**src/rtl/bank_guard_pkg.sv**
```systemverilog
`timescale 1ns/1ps
package bank_guard_pkg;

    // command codes on the observed command bus
    typedef enum logic [2:0] {
        OP_NONE = 3'd0,
        OP_ACT  = 3'd1,
        OP_RD   = 3'd2,
        OP_WR   = 3'd3,
        OP_PRE  = 3'd4,
        OP_STOP = 3'd5
    } bg_op_e;

    localparam int BG_OP_W = 3;

endpackage

```
**src/rtl/bank_guard_decode.sv**
```systemverilog
`timescale 1ns/1ps
// Turns one observed command into per-bank strobes.
module bank_guard_decode
    import bank_guard_pkg::*;
#(
    parameter int BANK_W = 2,
    localparam int NB = 1 << BANK_W
) (
    input  logic               cmd_valid,
    input  logic [BG_OP_W-1:0] cmd_op,
    input  logic [BANK_W-1:0]  cmd_bank,
    input  logic               cmd_a10,
    output logic [NB-1:0]      act_hit,
    output logic [NB-1:0]      rd_hit,
    output logic [NB-1:0]      wr_hit,
    output logic [NB-1:0]      pre_hit,
    output logic               stop_hit,
    output logic               auto_pc
);

    logic [NB-1:0] sel;

    always_comb begin
        sel      = NB'(1) << cmd_bank;
        act_hit  = '0;
        rd_hit   = '0;
        wr_hit   = '0;
        pre_hit  = '0;
        stop_hit = 1'b0;
        auto_pc  = cmd_a10;
        if (cmd_valid) begin
            if (cmd_op == OP_ACT) act_hit = sel;
            if (cmd_op == OP_RD)  rd_hit  = sel;
            if (cmd_op == OP_WR)  wr_hit  = sel;
            if (cmd_op == OP_PRE) pre_hit = cmd_a10 ? '1 : sel;
            if (cmd_op == OP_STOP) stop_hit = 1'b1;
        end
    end

endmodule

```
**src/rtl/bank_guard_spacing.sv**
```systemverilog
`timescale 1ns/1ps
// Activate-to-activate spacing shared by all banks.
module bank_guard_spacing #(
    parameter int T_RRD = 3,
    localparam int CW = $clog2(T_RRD + 1)
) (
    input  logic clk,
    input  logic rst_n,
    input  logic act_taken,
    output logic clear
);

    localparam logic [CW-1:0] L_RRD = CW'(T_RRD - 1);

    typedef struct packed {
        logic [CW-1:0] cnt;
    } sp_st_t;

    sp_st_t st_d, st_q;

    always_comb begin
        st_d = st_q;
        if (act_taken)
            st_d.cnt = L_RRD;
        else if (st_q.cnt != '0)
            st_d.cnt = st_q.cnt - 1'b1;
    end

    always_ff @(posedge clk or negedge rst_n) begin
        if (!rst_n) st_q <= '0;
        else        st_q <= st_d;
    end

    assign clear = (st_q.cnt == '0);

endmodule

```
**src/rtl/bank_guard_bank.sv**
```systemverilog
`timescale 1ns/1ps
// State and timers of one bank.
module bank_guard_bank #(
    parameter int T_RCD     = 4,
    parameter int T_RP      = 4,
    parameter int T_RAS_MIN = 10,
    parameter int T_RAS_MAX = 25000,
    parameter int T_RDL     = 2,
    parameter int BURST_LEN = 4,
    parameter int CW        = 16
) (
    input  logic clk,
    input  logic rst_n,
    input  logic act_hit,
    input  logic rd_hit,
    input  logic wr_hit,
    input  logic pre_hit,
    input  logic stop_hit,
    input  logic auto_pc,
    output logic open_o,
    output logic act_rdy_o,
    output logic col_rdy_o,
    output logic pre_rdy_o,
    output logic overdue_o
);

    localparam logic [CW-1:0] L_RCD    = CW'(T_RCD - 1);
    localparam logic [CW-1:0] L_RP     = CW'(T_RP - 1);
    localparam logic [CW-1:0] L_RASMIN = CW'(T_RAS_MIN - 1);
    localparam logic [CW-1:0] L_RASMAX = CW'(T_RAS_MAX - 1);
    localparam logic [CW-1:0] L_WREC   = CW'(BURST_LEN + T_RDL - 2);
    localparam logic [CW-1:0] L_STOP   = CW'(T_RDL - 2);
    localparam logic [CW-1:0] L_BURST  = CW'(BURST_LEN - 1);

    typedef struct packed {
        logic          open;
        logic          ap_pend;
        logic [CW-1:0] rcd;
        logic [CW-1:0] ras_min;
        logic [CW-1:0] ras_max;
        logic [CW-1:0] rp;
        logic [CW-1:0] wrec;
        logic [CW-1:0] burst;
    } bank_st_t;

    bank_st_t st_d, st_q;
    logic     ap_done;

    function automatic logic [CW-1:0] tick(input logic [CW-1:0] v);
        return (v == '0) ? v : v - 1'b1;
    endfunction

    always_comb begin
        st_d         = st_q;
        st_d.rcd     = tick(st_q.rcd);
        st_d.ras_min = tick(st_q.ras_min);
        st_d.ras_max = tick(st_q.ras_max);
        st_d.rp      = tick(st_q.rp);
        st_d.wrec    = tick(st_q.wrec);
        st_d.burst   = tick(st_q.burst);

        // internal close once the locked burst, recovery and open time are done
        ap_done = st_q.open && st_q.ap_pend && (st_q.burst == '0)
                  && (st_q.wrec == '0) && (st_q.ras_min == '0);

        if (ap_done) begin
            st_d.open    = 1'b0;
            st_d.ap_pend = 1'b0;
            st_d.rp      = L_RP;
        end else if (act_hit && !st_q.open) begin
            st_d.open    = 1'b1;
            st_d.rcd     = L_RCD;
            st_d.ras_min = L_RASMIN;
            st_d.ras_max = L_RASMAX;
            st_d.wrec    = '0;
            st_d.burst   = '0;
        end else if ((rd_hit || wr_hit) && st_q.open && !st_q.ap_pend) begin
            if (wr_hit)
                st_d.wrec = L_WREC;
            if (auto_pc) begin
                st_d.ap_pend = 1'b1;
                st_d.burst   = L_BURST;
            end
        end else if (pre_hit && st_q.open && !st_q.ap_pend) begin
            st_d.open = 1'b0;
            st_d.rp   = L_RP;
            st_d.wrec = '0;
        end else if (stop_hit && !st_q.ap_pend && (st_q.wrec > L_STOP)) begin
            st_d.wrec = L_STOP;
        end
    end

    always_ff @(posedge clk or negedge rst_n) begin
        if (!rst_n) st_q <= '0;
        else        st_q <= st_d;
    end

    assign open_o    = st_q.open;
    assign act_rdy_o = !st_q.open && (st_q.rp == '0);
    assign col_rdy_o = st_q.open && !st_q.ap_pend && (st_q.rcd == '0);
    assign pre_rdy_o = st_q.open && !st_q.ap_pend && (st_q.ras_min == '0)
                       && (st_q.wrec == '0);
    assign overdue_o = st_q.open && (st_q.ras_max == '0);

endmodule

```
**src/rtl/sdram_bank_guard.sv**
```systemverilog
`timescale 1ns/1ps
// Per-bank SDRAM timing tracker: observes commands, reports what is legal.
module sdram_bank_guard
    import bank_guard_pkg::*;
#(
    parameter int BANK_W    = 2,
    parameter int T_RCD     = 4,
    parameter int T_RRD     = 3,
    parameter int T_RP      = 4,
    parameter int T_RAS_MIN = 10,
    parameter int T_RAS_MAX = 25000,
    parameter int T_RDL     = 2,
    parameter int BURST_LEN = 4
) (
    input  logic                       clk,
    input  logic                       rst_n,
    input  logic                       cmd_valid,
    input  logic [2:0]                 cmd_op,
    input  logic [BANK_W-1:0]          cmd_bank,
    input  logic                       cmd_a10,
    output logic [(1 << BANK_W)-1:0]   bank_open,
    output logic [(1 << BANK_W)-1:0]   act_ok,
    output logic [(1 << BANK_W)-1:0]   col_ok,
    output logic [(1 << BANK_W)-1:0]   pre_ok,
    output logic [(1 << BANK_W)-1:0]   ras_overdue,
    output logic                       cmd_illegal
);

    localparam int NB    = 1 << BANK_W;
    localparam int T_SUM = T_RAS_MAX + T_RAS_MIN + T_RCD + T_RP + BURST_LEN + T_RDL;
    localparam int CW    = $clog2(T_SUM + 1);

    typedef struct packed {
        logic illegal;
    } top_st_t;

    logic [NB-1:0] act_hit, rd_hit, wr_hit, pre_hit;
    logic [NB-1:0] act_rdy;
    logic          stop_hit, auto_pc, rrd_clear, act_taken;
    top_st_t       st_d, st_q;

    bank_guard_decode #(.BANK_W(BANK_W)) u_decode (
        .cmd_valid (cmd_valid),
        .cmd_op    (cmd_op),
        .cmd_bank  (cmd_bank),
        .cmd_a10   (cmd_a10),
        .act_hit   (act_hit),
        .rd_hit    (rd_hit),
        .wr_hit    (wr_hit),
        .pre_hit   (pre_hit),
        .stop_hit  (stop_hit),
        .auto_pc   (auto_pc)
    );

    for (genvar b = 0; b < NB; b++) begin : g_bank
        bank_guard_bank #(
            .T_RCD     (T_RCD),
            .T_RP      (T_RP),
            .T_RAS_MIN (T_RAS_MIN),
            .T_RAS_MAX (T_RAS_MAX),
            .T_RDL     (T_RDL),
            .BURST_LEN (BURST_LEN),
            .CW        (CW)
        ) u_bank (
            .clk       (clk),
            .rst_n     (rst_n),
            .act_hit   (act_hit[b]),
            .rd_hit    (rd_hit[b]),
            .wr_hit    (wr_hit[b]),
            .pre_hit   (pre_hit[b]),
            .stop_hit  (stop_hit),
            .auto_pc   (auto_pc),
            .open_o    (bank_open[b]),
            .act_rdy_o (act_rdy[b]),
            .col_rdy_o (col_ok[b]),
            .pre_rdy_o (pre_ok[b]),
            .overdue_o (ras_overdue[b])
        );
    end

    // only activates that really open a row restart the spacing window
    assign act_taken = |(act_hit & ~bank_open);

    bank_guard_spacing #(.T_RRD(T_RRD)) u_spacing (
        .clk       (clk),
        .rst_n     (rst_n),
        .act_taken (act_taken),
        .clear     (rrd_clear)
    );

    assign act_ok = act_rdy & {NB{rrd_clear}};

    always_comb begin
        st_d.illegal = (|(act_hit & bank_open)) | (|((rd_hit | wr_hit) & ~bank_open));
    end

    always_ff @(posedge clk or negedge rst_n) begin
        if (!rst_n) st_q <= '0;
        else        st_q <= st_d;
    end

    assign cmd_illegal = st_q.illegal;

endmodule

```
**config.mk**
```make
export PLATFORM = sky130hd
export DESIGN_NAME = sdram_bank_guard
export DESIGN_NICKNAME = d
export VERILOG_FILES = /design/src/rtl/bank_guard_pkg.sv /design/src/rtl/bank_guard_decode.sv /design/src/rtl/bank_guard_spacing.sv /design/src/rtl/bank_guard_bank.sv /design/src/rtl/sdram_bank_guard.sv
export SDC_FILE = /design/constraint.sdc
export NUM_CORES = 1
export LEC_CHECK = 0
export ABC_AREA = 1
export ABC_CLOCK_PERIOD_IN_PS = 2900
export BUFFER_PORTS_ARGS = -buffer_cell sky130_fd_sc_hd__buf_2
export CAP_MARGIN = 5
export CELL_PAD_IN_SITES_DETAIL_PLACEMENT = 1
export CELL_PAD_IN_SITES_GLOBAL_PLACEMENT = 2
export CORE_MARGIN = 10
export CORE_UTILIZATION = 40
export DETAILED_ROUTE_END_ITERATION = 8
export GPL_TIMING_DRIVEN = 0
export PLACE_DENSITY_LB_ADDON = 0.1
export SYNTH_ARGS = -nofsm -noshare
export SYNTH_HDL_FRONTEND = slang
export SYNTH_SLANG_ARGS = --single-unit
```
**constraint.sdc**
```tcl
create_clock -name clk -period 2.9 [get_ports clk]
set_input_delay 0.29 -clock clk [delete_from_list [all_inputs] [get_ports clk]]
set_output_delay 0.29 -clock clk [all_outputs]
set_load 0.01 [all_outputs]
```
==> impl_metrics.yaml, run 1 <==
setup_path:
  cp_num_buf_inv: 3
  cpMostUsedCell: "nand2_1"
  cp_max_fo: 5
  critical_path_arrival_ns: 2.50
  crit_required_ns: 2.61
  startpoint: "g_bank[3].u_bank.st_q[75]"
  crit_type: "reg2out"
  crit_path_end_kind: "output port"
  cpMaxStageDelayCell: "nor4_4"
  reg2reg_from: "g_bank[0].u_bank.st_q[60]"
  cp-start-kind: "register"
  path_delay_family: "simple AND/OR/NAND/NOR gates"
  critPathMaxStageDelay_ns: 0.43
  crit_chain: "inv_1, ha_2, nand2_1, nor2_4, nand2_1, nor4_4, buf_4, buf_2"
placed_design:
  place_ws_ns: 0.324
  place_hpwl_um: 48900
  place.gp.congestion: 0.851
  io_buffers: 28
  dp.cells: 4138
pwr:
  clockPowerShare_pct: 25.2
  powerDensity_nw_per_um2: 884
  p_comb_share_pct: 37.5
  power_mw: 22.8
  max-vdd-ir-drop_uv: 576
  p_sw_mw: 9.30
  leakagePower_nw: 13.3
  swShare_pct: 40.8
  pwr-share-seq_pct: 37.3
  p_int_mw: 13.5
timing:
  slew_violations: 0
  layout_min_cycle_time_ns: 2.79
  skew_ns: 0.0242
  finalSetupTns_ns: 0
  final-hold-violation-count: 0
  fmax_ghz: 0.358
  max_slew.worst_pin.slew_ns: 0.923
  period_share_pct: 96.3
  finalSetupViolations: 0
  worst_slack_ns: 0.106
  slew_headroom_pct: 38.1
logic_synthesis:
  synth-seq-area-share_pct: 40.4
  avgSynthCellArea_um2: 6.86
  synth_cells: 3350
  async_flop_share_pct: 100
  synth_ff_type: "dfrtp_1"
  synth_seq_cells: 371
  synth_nets: 3400
  netlist_area_um2: 23000
  synth_edf_count: 0
  synth_cell_types: 44
  yosysWarnings: 0
layout:
  n_fill_cell: 7337
  final_util_pct: 45.5
  fin_cells: 4224
  fin_nets: 3484
  layout-drive-gt1-share_pct: 10.0
  area_growth_pct: 12.0
  antenna_cells: 0
flow_run:
  max_cap_viol_count: 0
detailed_routing:
  vias: 21600
  wl_um: 66100
  dr.first_iter.drc_count: 991
  antenna_left: 0
  first_pass_iters: 4
  wl_per_cell_um: 15.6
  via_per_inst: 5.12
  drc: 0
floorplanning:
  dieArea_um2: 67500
  core_area_um2: 56600
  die_w_um: 260
  die_y_um: 260
  start_util_pct: 40.6
  num_rows: 87
  ios: 30
cts:
  htreeDepth: 2
  cts_buffer_depth: 3
  path_clk_slew_ns: 0.06
  clock-sinks: 371
  clk_latency_ns: 0.59
  cts_tree: "yes"
  root_buffer: "clkbuf_16"
  cts_buffers: 46
hold_path:
  hold_start: "cmd_op[0]"
  worstHoldPathType: "in2reg"
global_routing:
  grt_antenna_before_repair: 0
  grt_pass1_wl_um: 113000
  grt_max_degree: 111
  grt.total_usage_pct: 19.9
  grt_pass1_vias: 23200
  grt-ovfl-total: 0
status:
  status: "completed"
==> cells in the mapped netlist, drive strengths merged (2+ instances only) <==
master,instances,area share (%)
nand3,389,8.6
and2,5,0.14
dfrtp,371,40
o21ai,42,0.91
or2,56,1.5
clkbuf,2,0.033
o211ai,13,0.45
nand4,88,2.6
nor3b,2,0.065
nor4,7,0.19
a21oi,34,0.79
xor2,36,1.4
inv,386,6.3
ha,41,2.2
xnor2,9,0.34
nand3b,27,0.91
a21o,3,0.098
o21bai,23,0.75
nor3,55,1.5
nand2,916,15
nor2,761,13
buf,73,2.1
a211oi,5,0.16
==> registers in the layout, summed over array words and instances, names as in the netlist <==
register              flops
g_bank.u_bank.st_q      364
g_bank.u_bank.open_o      4
u_spacing.st_q            2
cmd_illegal               1
==> tightest hold or removal path: cells and delay by family <==
family | cells | cell delay [ns]
AO/OA/AOI/OAI | 1 | 0.08
AND/OR/NAND/NOR | 1 | 0.14
buffers and inverters | 1 | 0.18
==> through the flow <==
| stage | cell area [um2] | hold slack, ns |
|---|---|---|
| after global routing | 25800 | 0.152 |
| after CTS | 25700 | 0.119 |
| after detailed placement | 24200 | 0.162 |
| final | 25800 | 0.150 |
| after floorplan | 23000 | -0.00559 |
| after global placement | 24100 | 0.471 |
==> cells by family after synthesis <==
group / after synthesis / synth area share, %
xor gates and xnor gates: 45 / 1.71
buffers and inverters: 461 / 8.42
AOI/OAI and AO/OA: 124 / 3.30
adders and majority gates: 41 / 2.23
DFF: 371 / 40.4
and+or+nand+nor: 2308 / 43.9
==> power by group through the flow <==
stage	registers [mW]	logic, mW	clock network [mW]
floorplan	8.06	6.66	0
global placement	8.46	8.05	0
detailed placement	8.53	8.54	0
CTS	8.48	8.63	5.94
global route	8.75	10.1	6.16
finish	8.48	8.54	5.74
==> final timing paths <==
kind                                             end  slack [ns]  depth (start not counted)
max                                        col_ok[3]        0.11                          8
min                        g_bank[3].u_bank.st_q[17]        0.15                          3
max reg2reg                g_bank[0].u_bank.st_q[42]        0.88                          8
min reg2reg                g_bank[2].u_bank.st_q[58]        0.49                          2
max in group asynchronous  g_bank[1].u_bank.st_q[82]        1.25                          5
min in group asynchronous  g_bank[3].u_bank.st_q[41]        0.16                          2
==> metal layers <==
| layer | vias to the layer above | GRT usage, % | share of wire, % |
|---|---|---|---|
| li1 | 10700 | - | - |
| met1 | 10600 | 25.7 | 48 |
| met2 | 168 | 34.6 | 48 |
| met3 | 80 | 2.18 | 2.3 |
| met4 | 0 | 5.21 | 2.0 |
| met5 | - | 0 | 0 |
==> repair_timing <==
item,CTS,global route
endpoints found under the hold margin,165,0
pin swaps,0,3
buffers inserted,0,3
resized for setup,4,10
hold buffers,1,0
setup endpoints to repair,3,7
cloned,0,0
==> cells in the final DEF (no fill, tap or decap), types with 13 or more instances in the layout <==
| master | Yosys | layout |
|---|---|---|
| buf_4 | 24 | 27 |
| or2_2 | 56 | 56 |
| inv_1 | 378 | 377 |
| nand3_1 | 383 | 382 |
| o21bai_1 | 23 | 23 |
| nand4_1 | 85 | 85 |
| nor3_1 | 48 | 45 |
| dfrtp_1 | 371 | 371 |
| nor2_1 | 707 | 703 |
| nand2_1 | 899 | 899 |
| clkinv_2 | 0 | 13 |
| xor2_1 | 36 | 36 |
| nand3b_1 | 25 | 25 |
| a21oi_1 | 33 | 33 |
| o21ai_0 | 42 | 42 |
| ha_1 | 41 | 39 |
| clkbuf_16 | 0 | 46 |
| nand2_2 | 13 | 13 |
| nor2_2 | 47 | 51 |
| buf_2 | 39 | 65 |
==> cell type report <==
class                           instances  area, um2  share of cell area [%]
Clock inverter                         20        198                   0.767
Timing Repair Buffer                   36        293                    1.14
Multi-Input combinational cell       2518      11800                    45.9
Sequential cell                       371       9280                    36.0
Clock buffer                           62       1280                    4.97
Tap cell                              756        946                    3.67
Buffer                                 75        490                    1.90
Inverter                              386       1450                    5.62
No activity file was read; power rests on OpenSTA's default activity.
==> inputs of run 2 (changes only) <==
--- a/config.mk
+++ b/config.mk
@@ -16,6 +16,7 @@
 export DETAILED_ROUTE_END_ITERATION = 8
 export GPL_TIMING_DRIVEN = 0
 export PLACE_DENSITY_LB_ADDON = 0.1
+export RECOVER_POWER = 50
 export SYNTH_ARGS = -nofsm -noshare
 export SYNTH_HDL_FRONTEND = slang
 export SYNTH_SLANG_ARGS = --single-unit
==> impl_metrics.yaml, run 2 (synthesis gave the netlist of run 1 again) <==
status:
  status: "finished, violations left"
  violations: "capacitance limit, slew limit"
global_routing:
  grt_max_degree: 111
  grt.total_usage_pct: 19.9
  grt_pass1_wl_um: 113000
  busiest_layer: "met2"
  grt_antenna_before_repair: 0
  grt-ovfl-total: 0
  grt_util_met3_pct: 2.18
  grt_use_met1_pct: 25.7
  grt_pass1_vias: 23200
  use_met2_pct: 34.6
timing:
  period_share_pct: 96.0
  skew_ns: 0.0252
  max_slew.worst_pin.slew_ns: 1.61
  final-hold-violation-count: 0
  finalSetupTns_ns: 0
  fmax_ghz: 0.359
  finalSetupViolations: 0
  layout_min_cycle_time_ns: 2.78
  worst_slack_ns: 0.117
  slew_violations: 119
  slew_headroom_pct: -7.12
cts:
  cts_buffers: 46
  cts_buffer_depth: 3
  clock-sinks: 371
  path_clk_slew_ns: 0.06
  root_buffer: "clkbuf_16"
  clk_latency_ns: 0.59
  cts_tree: "yes"
  htreeDepth: 2
layout:
  area_growth_pct: 11.4
  antenna_cells: 0
  regMostFlops: "g_bank.u_bank.st_q"
  final_common_cell: "nand2_1"
  fin_cells: 4224
  layout-drive-gt1-share_pct: 9.31
  largest_reg_flops: 364
  final_util_pct: 45.3
  fin_nets: 3484
  layout_common_cells: "nand2_1, nor2_1, nand3_1, inv_1, dfrtp_1"
floorplanning:
  die_w_um: 260
  core_area_um2: 56600
  dieArea_um2: 67500
  ios: 30
  num_rows: 87
  start_util_pct: 40.6
  die_y_um: 260
setup_path:
  cp_max_fo: 5
  reg2reg_from: "g_bank[2].u_bank.open_o"
  reg2regPathDepth: 4
  crit_required_ns: 2.61
  cp-start-kind: "register"
  timing.rr.end: "g_bank[2].u_bank.st_q[78]"
  crit_path_end_kind: "output port"
  rrSetupSlack_ns: 0.42
  critical_path_arrival_ns: 2.49
  crit_type: "reg2out"
detailed_routing:
  wl_per_cell_um: 15.7
  wl_um: 66100
  first_pass_iters: 4
  drc: 0
  via_per_inst: 5.11
  vias: 21600
  dr.first_iter.drc_count: 919
  antenna_left: 0
pwr:
  max-vdd-ir-drop_uv: 573
  powerDensity_nw_per_um2: 888
  leakagePower_nw: 13.2
hold_path:
  worstHoldPathType: "in2async"
placed_design:
  place_ws_ns: 0.324
  place_hpwl_um: 48900
  io_buffers: 28
  dp.cells: 4138
  place.gp.congestion: 0.851
flow_run:
  max_cap_viol_count: 2
## run 2: cell types whose count changed in the layout (fill, tap and decap cells not counted), sizes merged
cell and change:
buf -19, clkbuf +19
## run 2: final cells by class
type / instances / area [um2]
Sequential cell: 371 / 9280
Tap cell: 756 / 946
Inverter: 386 / 1450
Clock inverter: 20 / 198
Timing Repair Buffer: 36 / 246
Buffer: 75 / 463
Fill cell: 7362 / 31000
Multi-Input combinational cell: 2518 / 11800
Clock buffer: 62 / 1280
## run 2: worst max-delay path, cell delays in order, from the launching register on
cell	delay (ns)
dfrtp_1	0.40
inv_1	0.11
ha_2	0.24
nand2_1	0.13
nor2_4	0.16
nand2_1	0.14
nor4_4	0.43
buf_4	0.18
buf_2	0.12
## run 2: how the worst max path moves through the flow
stage,start,endpoint,slack (ns),depth (start not counted)
CTS,g_bank[2].u_bank.st_q[60],pre_ok[2],0.002,8
global placement,rst_n,g_bank[1].u_bank.st_q[86],-6.50,1
floorplan,g_bank[3].u_bank.st_q[15],pre_ok[3],1.12,8
global route,g_bank[2].u_bank.st_q[60],pre_ok[2],-0.007,8
finish,g_bank[3].u_bank.st_q[75],col_ok[3],0.12,8
detailed placement,g_bank[3].u_bank.st_q[75],col_ok[3],0.32,8
## run 2: layer usage
| metal | vias to the layer above | wire length (um) |
|---|---|---|
| li1 | 10700 | - |
| met1 | 10600 | 31400 |
| met2 | 182 | 31700 |
| met3 | 83 | 1690 |
| met4 | 0 | 1350 |
| met5 | - | 0 |
## run 2: repair_timing
item	4_1_cts	5_1_grt
endpoints found under the setup margin	3	7
setup buffers	0	3
pin swaps	0	3
resized for setup	4	10
endpoints found under the hold margin	165	0
hold buffers	1	0
## run 2: power by group
group,internal [mW],switching (mW),leakage [nW]
Combinational,3.19,5.34,8.01
Clock,3.36,2.38,0.741
Sequential,6.91,1.57,4.45
Total,13.5,9.29,13.2
## run 2: per-stage QoR
| stage | total power, mW | hold slack [ns] | area (um2) |
|---|---|---|---|
| after global placement | 16.5 | 0.471 | 24100 |
| after detailed placement | 17.1 | 0.162 | 24200 |
| after global routing | 24.9 | 0.152 | 25600 |
| after CTS | 23.1 | 0.119 | 25700 |
| after floorplan | 14.7 | -0.00559 | 23000 |
| final | 22.8 | 0.147 | 25600 |
==> inputs of run 3 (changes only) <==
--- a/config.mk
+++ b/config.mk
@@ -5,14 +5,13 @@
 export SDC_FILE = /design/constraint.sdc
 export NUM_CORES = 1
 export LEC_CHECK = 0
-export ABC_AREA = 1
 export ABC_CLOCK_PERIOD_IN_PS = 2900
 export BUFFER_PORTS_ARGS = -buffer_cell sky130_fd_sc_hd__buf_2
 export CAP_MARGIN = 5
 export CELL_PAD_IN_SITES_DETAIL_PLACEMENT = 1
 export CELL_PAD_IN_SITES_GLOBAL_PLACEMENT = 2
 export CORE_MARGIN = 10
-export CORE_UTILIZATION = 40
+export CORE_UTILIZATION = 44
 export DETAILED_ROUTE_END_ITERATION = 8
 export GPL_TIMING_DRIVEN = 0
 export PLACE_DENSITY_LB_ADDON = 0.1
==> impl_metrics.yaml, run 3 <==
setup_path:
  rrSetupSlack_ns: 0.17
  crit_path_end_kind: "output port"
  critical_path_arrival_ns: 2.52
  cp-start-kind: "register"
  reg2regPathDepth: 8
  crit_required_ns: 2.61
  cp_max_fo: 5
  startpoint: "g_bank[0].u_bank.st_q[34]"
  crit_type: "reg2out"
  worstSetupEndpoint: "act_ok[0]"
  reg2reg_from: "g_bank[1].u_bank.st_q[6]"
  timing.rr.end: "g_bank[1].u_bank.st_q[40]"
pwr:
  powerDensity_nw_per_um2: 818
  max-vdd-ir-drop_uv: 409
  leakagePower_nw: 8.80
timing:
  fmax_ghz: 0.356
  period_share_pct: 96.8
  final-hold-violation-count: 0
  slew_violations: 58
  slew_headroom_pct: -12.4
  skew_ns: 0.0172
  layout_min_cycle_time_ns: 2.81
  max_slew.worst_pin.slew_ns: 1.69
  timing.hold.ws_ns: 0.128
  finalSetupViolations: 0
  rsz0062_at_grt: "no"
status:
  status: "finished, violations left"
  violations: "capacitance limit, slew limit"
layout:
  area_growth_pct: 15.6
  multi_input_area_um2: 9990
  fin_cells: 2826
  n_fill_cell: 5064
  regMostFlops: "g_bank.u_bank.st_q"
  final_common_cell: "dfrtp_1"
  layout-drive-gt1-share_pct: 10.7
  largest_reg_flops: 364
  fin_nets: 2248
  layout_common_cells: "dfrtp_1, nor2_1, xor2_1, nand2_1, a21oi_1"
  seqCellArea_um2: 9280
floorplanning:
  die_w_um: 231
  start_util_pct: 44.3
  dieArea_um2: 53300
  ios: 30
  num_rows: 77
  core_area_um2: 44100
  die_y_um: 231
cts:
  htreeDepth: 2
  clock-sinks: 371
  path_clk_slew_ns: 0.06
  cts_buffers: 45
  cts_buffer_depth: 3
  clk_latency_ns: 0.58
  root_buffer: "clkbuf_16"
  cts_tree: "yes"
logic_synthesis:
  synth_ff_type: "dfrtp_1"
  synthTopCellsByCount: "dfrtp_1, nor2_1, xor2_1, nand2_1, a21oi_1"
  async_flop_share_pct: 100
  synth_edf_count: 0
  avgSynthCellArea_um2: 9.34
  synth.area.top_cells: "dfrtp_1, xor2_1, nor2_1"
  synth_nets: 2146
  synth_top_area_cell: "dfrtp_1"
  yosysMostFrequentCell: "dfrtp_1"
  netlist_area_um2: 19600
  synth_seq_cells: 371
  synth_cells: 2096
  synth_cell_types: 62
  synth-seq-area-share_pct: 47.4
  yosysWarnings: 0
  synth_top_area_share_pct: 47.4
detailed_routing:
  drc: 0
  dr.first_iter.drc_count: 621
  via_per_inst: 5.61
  antenna_left: 0
  first_pass_iters: 4
  wl_um: 49600
  wl_per_cell_um: 17.5
  vias: 15900
placed_design:
  place.gp.congestion: 0.765
  io_buffers: 27
  place_hpwl_um: 33400
  dp.cells: 2720
global_routing:
  grt-ovfl-total: 0
  grt.total_usage_pct: 18.7
  grt_pass1_wl_um: 84600
  grt_antenna_before_repair: 5
  grt_max_degree: 111
  grt_pass1_vias: 17000
hold_path:
  worstHoldPathType: "in2reg"
flow_run:
  max_cap_viol_count: 1
==> run 3: cell type report <==
| cell class | count | area share [%] |
|---|---|---|
| multi-input combinational | 1578 | 44.2 |
| sequential | 371 | 41.0 |
| clock buffer | 68 | 6.03 |
| tap | 592 | 3.27 |
| timing repair buffer | 59 | 1.95 |
| buffer | 77 | 1.77 |
| inverter | 66 | 1.09 |
| clock inverter | 14 | 0.680 |
| antenna | 1 | 0.0111 |
==> run 3: power by group <==
group | total (mW) | internal [mW] | switching (mW)
clock network | 5.80 | 3.51 | 2.29
registers | 8.35 | 6.66 | 1.70
logic | 4.36 | 1.98 | 2.38
==> run 3: metal layers <==
layer | track usage, % | wire (um) | part of all wire [%] | vias to the layer above
li1 | - | - | - | 7567
met1 | 24.2 | 23000 | 46 | 8050
met2 | 31.4 | 23800 | 48 | 146
met3 | 4.02 | 1830 | 3.7 | 80
met4 | 4.50 | 909 | 1.8 | 10
met5 | 0 | 64 | 0.13 | -
==> run 3: cells by family after synthesis <==
family	count (synthesis)	synth area share [%]
XOR/XNOR	230	10.3
AND/OR/NAND/NOR	1050	28.0
multiplexers	14	0.793
buffers and inverters	147	3.25
adder cells (fa/ha/maj)	41	2.62
AO/OA/AOI/OAI	243	7.64
flip-flops	371	47.4
==> run 3: critical path, stage by stage (launching register included) <==
cell	delay [ns]
dfrtp_1	0.42
or4_4	0.57
or4b_4	0.58
nor3b_4	0.21
buf_2	0.16
==> run 3: stage by stage <==
| stage | utilization (%) | cell area, um2 | total power, mW | setup WS, ns | TNS, ns |
|---|---|---|---|---|---|
| 6_report | 51.3 | 22600 | 18.5 | 0.0925 | 0 |
| 5_1_grt | 51.3 | 22600 | 19.9 | 0.00346 | 0 |
| 4_1_cts | 50.8 | 22400 | 18.6 | 0.000179 | 0 |
| 3_5_place_dp | 46.7 | 20600 | 12.5 | -0.348 | -4.40 |
| 3_3_place_gp | 46.3 | 20400 | 12.2 | -6.17 | -2290.41 |
| 2_1_floorplan | - | 19600 | 11.2 | 0.410 | 0 |
==> run 3: repair_timing <==
item	in CTS	in global routing
endpoints found under the setup margin	49	75
buffers inserted	16	10
cloned	0	0
gates resized for setup	42	41
hold buffers	1	0
pin swaps	11	5
endpoints found under the hold margin	57	0
==> run 3: worst min path at each step <==
stage / from / endpoint / slack [ns] / depth (start not counted)
finish: cmd_op[1] / cmd_illegal / 0.13 / 3
CTS: cmd_op[1] / cmd_illegal / 0.11 / 3
floorplan: rst_n / cmd_illegal / -0.006 / 0
global route: cmd_op[1] / cmd_illegal / 0.11 / 3
global placement: g_bank[2].u_bank.st_q[59] / g_bank[2].u_bank.st_q[59] / 0.47 / 1
detailed placement: rst_n / g_bank[1].u_bank.st_q[79] / 0.26 / 1
